==> config.mk <==
export PLATFORM = sky130hd
export DESIGN_NAME = acc_cpu_seq
export DESIGN_NICKNAME = d
export VERILOG_FILES = /design/src/rtl/acc_cpu_pkg.sv /design/src/rtl/acc_cpu_decode.sv /design/src/rtl/acc_cpu_regs.sv /design/src/rtl/acc_cpu_seq.sv
export SDC_FILE = /design/constraint.sdc
export NUM_CORES = 1
export LEC_CHECK = 0
export ABC_AREA = 0
export ABC_CLOCK_PERIOD_IN_PS = 4200
export BUFFER_PORTS_ARGS = -buffer_cell sky130_fd_sc_hd__buf_2
export CAP_MARGIN = 20
export CORE_UTILIZATION = 58
export DETAILED_ROUTE_END_ITERATION = 7
export GPL_TIMING_DRIVEN = 0
export PLACE_DENSITY = 0.81
export SLEW_MARGIN = 20
export SYNTH_ARGS = -nofsm -noshare
export SYNTH_HDL_FRONTEND = slang
export SYNTH_SLANG_ARGS = --single-unit
export TNS_END_PERCENT = 10
==> constraint.sdc <==
create_clock -name clk -period 4.2 [get_ports clk]
set_input_delay 0.42 -clock clk [delete_from_list [all_inputs] [get_ports clk]]
set_output_delay 0.42 -clock clk [all_outputs]
set_load 0.1 [all_outputs]
==> src/rtl/acc_cpu_pkg.sv <==
package acc_cpu_pkg;

    localparam logic [15:0] OP_NOP = 16'h0000;
    localparam logic [15:0] OP_LFM = 16'h0001;
    localparam logic [15:0] OP_WTM = 16'h0002;
    localparam logic [15:0] OP_SRA = 16'h0003;
    localparam logic [15:0] OP_AXY = 16'h0004;
    localparam logic [15:0] OP_SXY = 16'h0005;
    localparam logic [15:0] OP_MXY = 16'h0006;
    localparam logic [15:0] OP_DXY = 16'h0007;
    localparam logic [15:0] OP_EQU = 16'h0008;
    localparam logic [15:0] OP_LEQ = 16'h0009;
    localparam logic [15:0] OP_JPZ = 16'h000A;
    localparam logic [15:0] OP_JNZ = 16'h000B;
    localparam logic [15:0] OP_JMP = 16'h000C;
    localparam logic [15:0] OP_CLR = 16'h000D;
    localparam logic [15:0] OP_HLT = 16'h000E;
    localparam logic [15:0] OP_BSL = 16'h000F;
    localparam logic [15:0] OP_BSR = 16'h0010;
    localparam logic [15:0] OP_AND = 16'h0011;
    localparam logic [15:0] OP_ORA = 16'h0012;
    localparam logic [15:0] OP_XOR = 16'h0013;
    localparam logic [15:0] OP_DWR = 16'h0014;
    localparam logic [15:0] OP_ILM = 16'h0015;
    localparam logic [15:0] OP_IWR = 16'h0016;
    localparam logic [15:0] OP_INC = 16'h0017;
    localparam logic [15:0] OP_DEC = 16'h0018;

    typedef enum logic [3:0] {
        C_NOP, C_LFM, C_WTM, C_SRA, C_JPZ, C_JNZ, C_JMP,
        C_CLR, C_HLT, C_DWR, C_ILM, C_IWR, C_ALU
    } op_class_e;

    typedef enum logic [2:0] {
        ST_FETCH_HI, ST_FETCH_LO, ST_OPND_HI, ST_OPND_LO,
        ST_EXEC, ST_MEM_HI, ST_MEM_LO, ST_HALT
    } seq_state_e;

endpackage

==> src/rtl/acc_cpu_decode.sv <==
module acc_cpu_decode
    import acc_cpu_pkg::*;
(
    input  logic [15:0] op_word,
    output op_class_e   cls,
    output logic        need_opnd,
    output logic        is_cmp,
    output logic        is_div
);

    always_comb begin
        cls       = C_NOP;
        need_opnd = 1'b0;
        is_cmp    = 1'b0;
        is_div    = 1'b0;
        unique case (op_word)
            OP_LFM: begin cls = C_LFM; need_opnd = 1'b1; end
            OP_WTM: begin cls = C_WTM; need_opnd = 1'b1; end
            OP_SRA: begin cls = C_SRA; need_opnd = 1'b1; end
            OP_JPZ: begin cls = C_JPZ; need_opnd = 1'b1; end
            OP_JNZ: begin cls = C_JNZ; need_opnd = 1'b1; end
            OP_JMP: begin cls = C_JMP; need_opnd = 1'b1; end
            OP_DWR: begin cls = C_DWR; need_opnd = 1'b1; end
            OP_CLR: cls = C_CLR;
            OP_HLT: cls = C_HLT;
            OP_ILM: cls = C_ILM;
            OP_IWR: cls = C_IWR;
            OP_AXY, OP_SXY, OP_MXY, OP_BSL, OP_BSR,
            OP_AND, OP_ORA, OP_XOR, OP_INC, OP_DEC: cls = C_ALU;
            OP_DXY: begin cls = C_ALU; is_div = 1'b1; end
            OP_EQU, OP_LEQ: begin cls = C_ALU; is_cmp = 1'b1; end
            default: cls = C_NOP;
        endcase
    end

endmodule

==> src/rtl/acc_cpu_regs.sv <==
module acc_cpu_regs (
    input  logic        clk,
    input  logic        rst_n,
    input  logic        clr,
    input  logic        acc_we,
    input  logic [15:0] acc_wd,
    input  logic        act_we,
    input  logic        act_wd,
    input  logic        eq_we,
    input  logic        eq_wd,
    input  logic        dz_we,
    input  logic        dz_wd,
    input  logic        halt_set,
    output logic [15:0] x_q,
    output logic [15:0] y_q,
    output logic        act_q,
    output logic [7:0]  status_q
);

    logic eq_q, dz_q, halt_q;

    always_ff @(posedge clk) begin
        if (!rst_n) begin
            x_q    <= '0;
            y_q    <= '0;
            act_q  <= 1'b0;
            eq_q   <= 1'b0;
            dz_q   <= 1'b0;
            halt_q <= 1'b0;
        end else begin
            if (acc_we) begin
                if (act_q) y_q <= acc_wd;
                else       x_q <= acc_wd;
            end
            if (clr) begin
                act_q  <= 1'b0;
                eq_q   <= 1'b0;
                dz_q   <= 1'b0;
                halt_q <= 1'b0;
            end else begin
                if (act_we)   act_q  <= act_wd;
                if (eq_we)    eq_q   <= eq_wd;
                if (dz_we)    dz_q   <= dz_wd;
                if (halt_set) halt_q <= 1'b1;
            end
        end
    end

    assign status_q = {4'b0000, halt_q, dz_q, act_q, eq_q};

endmodule

==> src/rtl/acc_cpu_seq.sv <==
module acc_cpu_seq
    import acc_cpu_pkg::*;
#(
    parameter logic [15:0] RESET_PC = 16'h1000,
    parameter logic [15:0] ROM_LAST = 16'h0FFF
) (
    input  logic        clk,
    input  logic        rst_n,
    output logic        mem_req,
    output logic        mem_we,
    output logic [15:0] mem_addr,
    output logic [7:0]  mem_wdata,
    input  logic [7:0]  mem_rdata,
    input  logic        mem_ready,
    output logic        alu_go,
    output logic [15:0] alu_op,
    output logic [15:0] alu_x,
    output logic [15:0] alu_y,
    output logic        alu_act,
    input  logic [15:0] alu_res,
    input  logic        alu_eq,
    input  logic        alu_dz,
    output logic [7:0]  cpu_status,
    output logic        halted
);

    localparam logic [15:0] ONE = 16'd1;

    seq_state_e state, state_n;
    logic [15:0] pc, ir, opnd, maddr, mval;
    logic [7:0]  mhi;
    logic        mw;

    logic [15:0] dec_word;
    op_class_e   cls;
    logic        need_opnd, is_cmp, is_div;

    logic [15:0] x_q, y_q, acc, other;
    logic        act_q;

    logic        acc_we, act_we, eq_we, dz_we, clr, halt_set;
    logic [15:0] acc_wd;
    logic        in_exec, in_mem, rom_hit, advance, jump_take;

    assign dec_word = (state == ST_FETCH_LO) ? {ir[15:8], mem_rdata} : ir;

    acc_cpu_decode u_dec (
        .op_word   (dec_word),
        .cls       (cls),
        .need_opnd (need_opnd),
        .is_cmp    (is_cmp),
        .is_div    (is_div)
    );

    acc_cpu_regs u_regs (
        .clk      (clk),
        .rst_n    (rst_n),
        .clr      (clr),
        .acc_we   (acc_we),
        .acc_wd   (acc_wd),
        .act_we   (act_we),
        .act_wd   (opnd[0]),
        .eq_we    (eq_we),
        .eq_wd    (alu_eq),
        .dz_we    (dz_we),
        .dz_wd    (alu_dz),
        .halt_set (halt_set),
        .x_q      (x_q),
        .y_q      (y_q),
        .act_q    (act_q),
        .status_q (cpu_status)
    );

    assign acc     = act_q ? y_q : x_q;
    assign other   = act_q ? x_q : y_q;
    assign in_exec = (state == ST_EXEC);
    assign in_mem  = (state == ST_MEM_HI) || (state == ST_MEM_LO);

    // ---------------- output process ----------------
    always_comb begin
        mem_addr  = pc;
        mem_wdata = 8'h00;
        unique case (state)
            ST_MEM_HI: begin
                mem_addr  = maddr;
                mem_wdata = mw ? mval[15:8] : 8'h00;
            end
            ST_MEM_LO: begin
                mem_addr  = maddr + ONE;
                mem_wdata = mw ? mval[7:0] : 8'h00;
            end
            default: mem_addr = pc;
        endcase
    end

    assign rom_hit = in_mem && mw && (mem_addr <= ROM_LAST);
    assign mem_req = (state == ST_FETCH_HI) || (state == ST_FETCH_LO) ||
                     (state == ST_OPND_HI)  || (state == ST_OPND_LO)  ||
                     (in_mem && !rom_hit);
    assign mem_we  = in_mem && mw && !rom_hit;
    assign advance = mem_ready || rom_hit;
    assign halted  = (state == ST_HALT);

    assign alu_go  = in_exec && (cls == C_ALU);
    assign alu_op  = ir;
    assign alu_x   = x_q;
    assign alu_y   = y_q;
    assign alu_act = act_q;

    always_comb begin
        jump_take = 1'b0;
        unique case (cls)
            C_JMP:   jump_take = 1'b1;
            C_JPZ:   jump_take = (acc == 16'h0000);
            C_JNZ:   jump_take = (acc != 16'h0000);
            default: jump_take = 1'b0;
        endcase
    end

    always_comb begin
        acc_we   = 1'b0;
        acc_wd   = alu_res;
        act_we   = in_exec && (cls == C_SRA);
        eq_we    = alu_go && is_cmp;
        dz_we    = alu_go && is_div;
        clr      = in_exec && (cls == C_CLR);
        halt_set = in_exec && (cls == C_HLT);
        if (in_exec && cls == C_DWR) begin
            acc_we = 1'b1;
            acc_wd = opnd;
        end else if (alu_go && !is_cmp) begin
            acc_we = 1'b1;
            acc_wd = alu_res;
        end else if (state == ST_MEM_LO && !mw && mem_ready) begin
            acc_we = 1'b1;
            acc_wd = {mhi, mem_rdata};
        end
    end

    // ---------------- next-state logic ----------------
    always_comb begin
        state_n = state;
        unique case (state)
            ST_FETCH_HI: if (mem_ready) state_n = ST_FETCH_LO;
            ST_FETCH_LO: if (mem_ready) state_n = need_opnd ? ST_OPND_HI : ST_EXEC;
            ST_OPND_HI:  if (mem_ready) state_n = ST_OPND_LO;
            ST_OPND_LO:  if (mem_ready) state_n = ST_EXEC;
            ST_EXEC: begin
                unique case (cls)
                    C_LFM, C_WTM, C_ILM, C_IWR: state_n = ST_MEM_HI;
                    C_HLT:                      state_n = ST_HALT;
                    default:                    state_n = ST_FETCH_HI;
                endcase
            end
            ST_MEM_HI: if (advance) state_n = ST_MEM_LO;
            ST_MEM_LO: if (advance) state_n = ST_FETCH_HI;
            ST_HALT:   state_n = ST_HALT;
            default:   state_n = ST_FETCH_HI;
        endcase
    end

    // ---------------- state register and datapath ----------------
    always_ff @(posedge clk) begin
        if (!rst_n) begin
            state <= ST_FETCH_HI;
            pc    <= RESET_PC;
            ir    <= '0;
            opnd  <= '0;
            maddr <= '0;
            mval  <= '0;
            mhi   <= '0;
            mw    <= 1'b0;
        end else begin
            state <= state_n;
            unique case (state)
                ST_FETCH_HI: if (mem_ready) begin ir[15:8] <= mem_rdata; pc <= pc + ONE; end
                ST_FETCH_LO: if (mem_ready) begin ir[7:0]  <= mem_rdata; pc <= pc + ONE; end
                ST_OPND_HI:  if (mem_ready) begin opnd[15:8] <= mem_rdata; pc <= pc + ONE; end
                ST_OPND_LO:  if (mem_ready) begin opnd[7:0]  <= mem_rdata; pc <= pc + ONE; end
                ST_EXEC: begin
                    if (jump_take) pc <= opnd;
                    unique case (cls)
                        C_LFM: begin maddr <= opnd;  mw <= 1'b0; end
                        C_ILM: begin maddr <= acc;   mw <= 1'b0; end
                        C_WTM: begin maddr <= opnd;  mw <= 1'b1; mval <= acc; end
                        C_IWR: begin maddr <= other; mw <= 1'b1; mval <= acc; end
                        default: ;
                    endcase
                end
                ST_MEM_HI: if (advance) mhi <= mem_rdata;
                default: ;
            endcase
        end
    end

endmodule

==> reports/results.ini <==
[run_status]
status = finished with violations
violations = design-rule violations

[place]
place_area_um2 = 8380
numPlacedInstances = 1272
port_buffers = 108
dp_hpwl_um = 19900
gp_congestion = 0.957
pre_cts_slack_ns = 0.226

[clock_network]
path_clk_slew_ns = 0.06
cts_buffers = 17
cts_root_buf = clkbuf_16
holdBufCountCts = 0
post_cts_buffers = 0
cts_tree = yes
cts_buffer_depth = 2
clkLatencyLatePin_ns = 0.43
htreeDepth = 4
cts.repair.resized = 0
clock-sinks = 128

[timing]
tightest_slew_ns = 0.986
skew_ns = 0.0110
drv_slew = 0
setup_tns_ns = 0
fin_crit_ns = 3.86
finalCritPeriodShare = 0.919
max_freq_ghz = 0.259
max-slew-margin-rel = 0.341
hold_violations = 0
setup_viol = 0
rsz0062_at_grt = no
fin_ws_ns = 0.342
holdWs_ns = 0.224

[final_layout]
nNetsFinal = 1150
mostFrequentLayoutCells = 180 x nand2_1, 128 x dfxtp_1, 119 x buf_2
instances_no_fill = 1303
final_common_cell = nand2_1
design_area_um2 = 9030
final_util = 0.710
drive_gt1_frac = 0.161
diodes = 0
area_growth_pct = 18.8

[logic_synthesis]
yosys_warnings = 0
synth_edf_count = 0
synth_area_per_cell_um2 = 7.69
muxShareOfSynthArea = 0.0948
ys_async_sr_fraction = 0
synth-compound-area-share = 0.252
synth_ff_type = dfxtp_1
synthXorXnorAreaFrac = 0.00922
yosysUniqueCellTypes = 70
yosysSeqAreaShare = 0.337
syn_area_um2 = 7600
synthSimpleGateAreaFrac = 0.251
yosys.area_share.adder = 0.00329
synthCells = 989
synth_top_family_by_area = compound AO/OA/AOI/OAI gates
ys_ff_latch = 128

[global_routing]
gr-total-overflow = 0
grt_pass1_wl_um = 43100
grt_use_total = 0.426
antenna_found_initial = 0
grt_max_degree = 17
grt_pass1_vias = 7763

[pwr]
clock_power_share = 0.473
irDropWorstVdd_mv = 0.284
p_leak_nw = 3.51
p_int_mw = 2.45
switching_power_mw = 1.04
seqPwrFrac = 0.366
power_density_nw_per_um2 = 387
switching_share = 0.297
comb_power_share = 0.161
fin_total_pwr_mw = 3.49

[floorplanning]
fp.dieH_um = 116
start_util = 0.597
dieArea_um2 = 13600
rows = 41
io_pins = 114
design.core.area_um2 = 12700
die_x_um = 116

[drt]
drc = 17
viasPerCell = 6.62
wl_per_cell_um = 21.4
vias = 8620
drtPass1Iterations = 8
antenna_left = 0
drt_iter0_drc = 1282
drt_wl_total_um = 27900

[hold_path]
whs_path_depth = 3
hp-start = alu_dz
hold_path.class = primary input to flip-flop

[worst_setup_path]
startpoint = state[0]
path_max_fanout = 10
reg2reg_to = maddr[12]
crit_type = flip-flop to flip-flop
cp.arrival_ns = 4.14
critPathRequiredTime_ns = 4.48
r2r_start = state[0]
critical_path.endpoint = maddr[12]
startpoint_type = flip-flop
r2r_setup_slack_ns = 0.34
end_kind = flip-flop
rr_worst_depth = 12

[job]
maxCapViolCount = 0

-- cell usage after synthesis (8+ instances only) --
library cell	instances	area, um2
a222oi_1	10	100
a22oi_1	10	75.1
nand2_1	180	676
o21ai_0	43	215
nor2_1	76	285
o211a_1	10	100
nand3_1	43	215
dfxtp_1	128	2560
nand4_1	13	81.3
o32ai_1	12	105
nor3b_1	8	60.1
clkbuf_1	60	225
buf_4	9	67.6
buf_2	11	55.1
nor2b_1	11	68.8
nor3_1	22	110
o211ai_1	21	158
a211oi_1	30	225
a221o_1	11	110
a21oi_1	79	395
mux2i_1	66	661
nor4_1	20	125
-- power groups by stage --
stage	logic, mW	clock network (mW)	registers, mW
2_1_floorplan	0.338	0	1.37
3_3_place_gp	0.543	0	1.30
3_5_place_dp	0.545	0	1.30
4_1_cts	0.549	1.64	1.28
5_1_grt	0.599	1.70	1.28
6_report	0.564	1.65	1.28
-- kinds of logic (layout without fill, tap and decap cells) --
family | count (synthesis) | in the layout
DFF | 128 | 128
AOI/OAI and AO/OA | 278 | 278
buffers and inverters | 88 | 227
adders and majority gates | 2 | 2
muxes | 71 | 71
and+or+nand+nor | 413 | 413
other | 1 | 4
xor gates and xnor gates | 8 | 8
-- sequential cells by signal, indices dropped and copies added (netlist names) --
register / flops
alu_op: 16
maddr: 16
mhi: 8
mval: 16
mw: 1
opnd: 16
pc: 16
state: 3
u_regs.act_q: 1
u_regs.dz_q: 1
u_regs.eq_q: 1
u_regs.halt_q: 1
u_regs.x_q: 16
u_regs.y_q: 16
-- per-layer routing --
metal	share of wire	GRT usage
met5	0	0
met4	0.048	0.222
met3	0.12	0.123
met2	0.44	0.625
met1	0.39	0.565
-- how the worst min path moves through the flow --
stage / end
CTS: u_regs.dz_q
global route: u_regs.dz_q
detailed placement: alu_op[14]
finish: u_regs.dz_q
floorplan: u_regs.eq_q
global placement: u_regs.eq_q
-- layout make-up --
class / instances / area, um2
fillers: 1120 / 3690
clock inverters: 13 / 208
inverters: 5 / 18.8
clock buffers: 18 / 439
plain buffers: 83 / 374
flip-flops and latches: 128 / 2560
multi-input cells: 776 / 4670
repair buffers: 108 / 541
well taps: 172 / 215
-- worst max-delay path: stages, from the launching register on --
cell and delay, ns:
dfxtp_1 0.41, or3b_1 0.36, buf_2 0.20, a32oi_1 0.62, or3_1 0.20, clkbuf_1 0.29, o21ai_0 0.16, a2bb2o_1 0.34
o21a_1 0.25, clkbuf_1 0.24, a221o_1 0.34, a21oi_1 0.20, a211oi_1 0.11
Power figures use the tool's default switching activity.
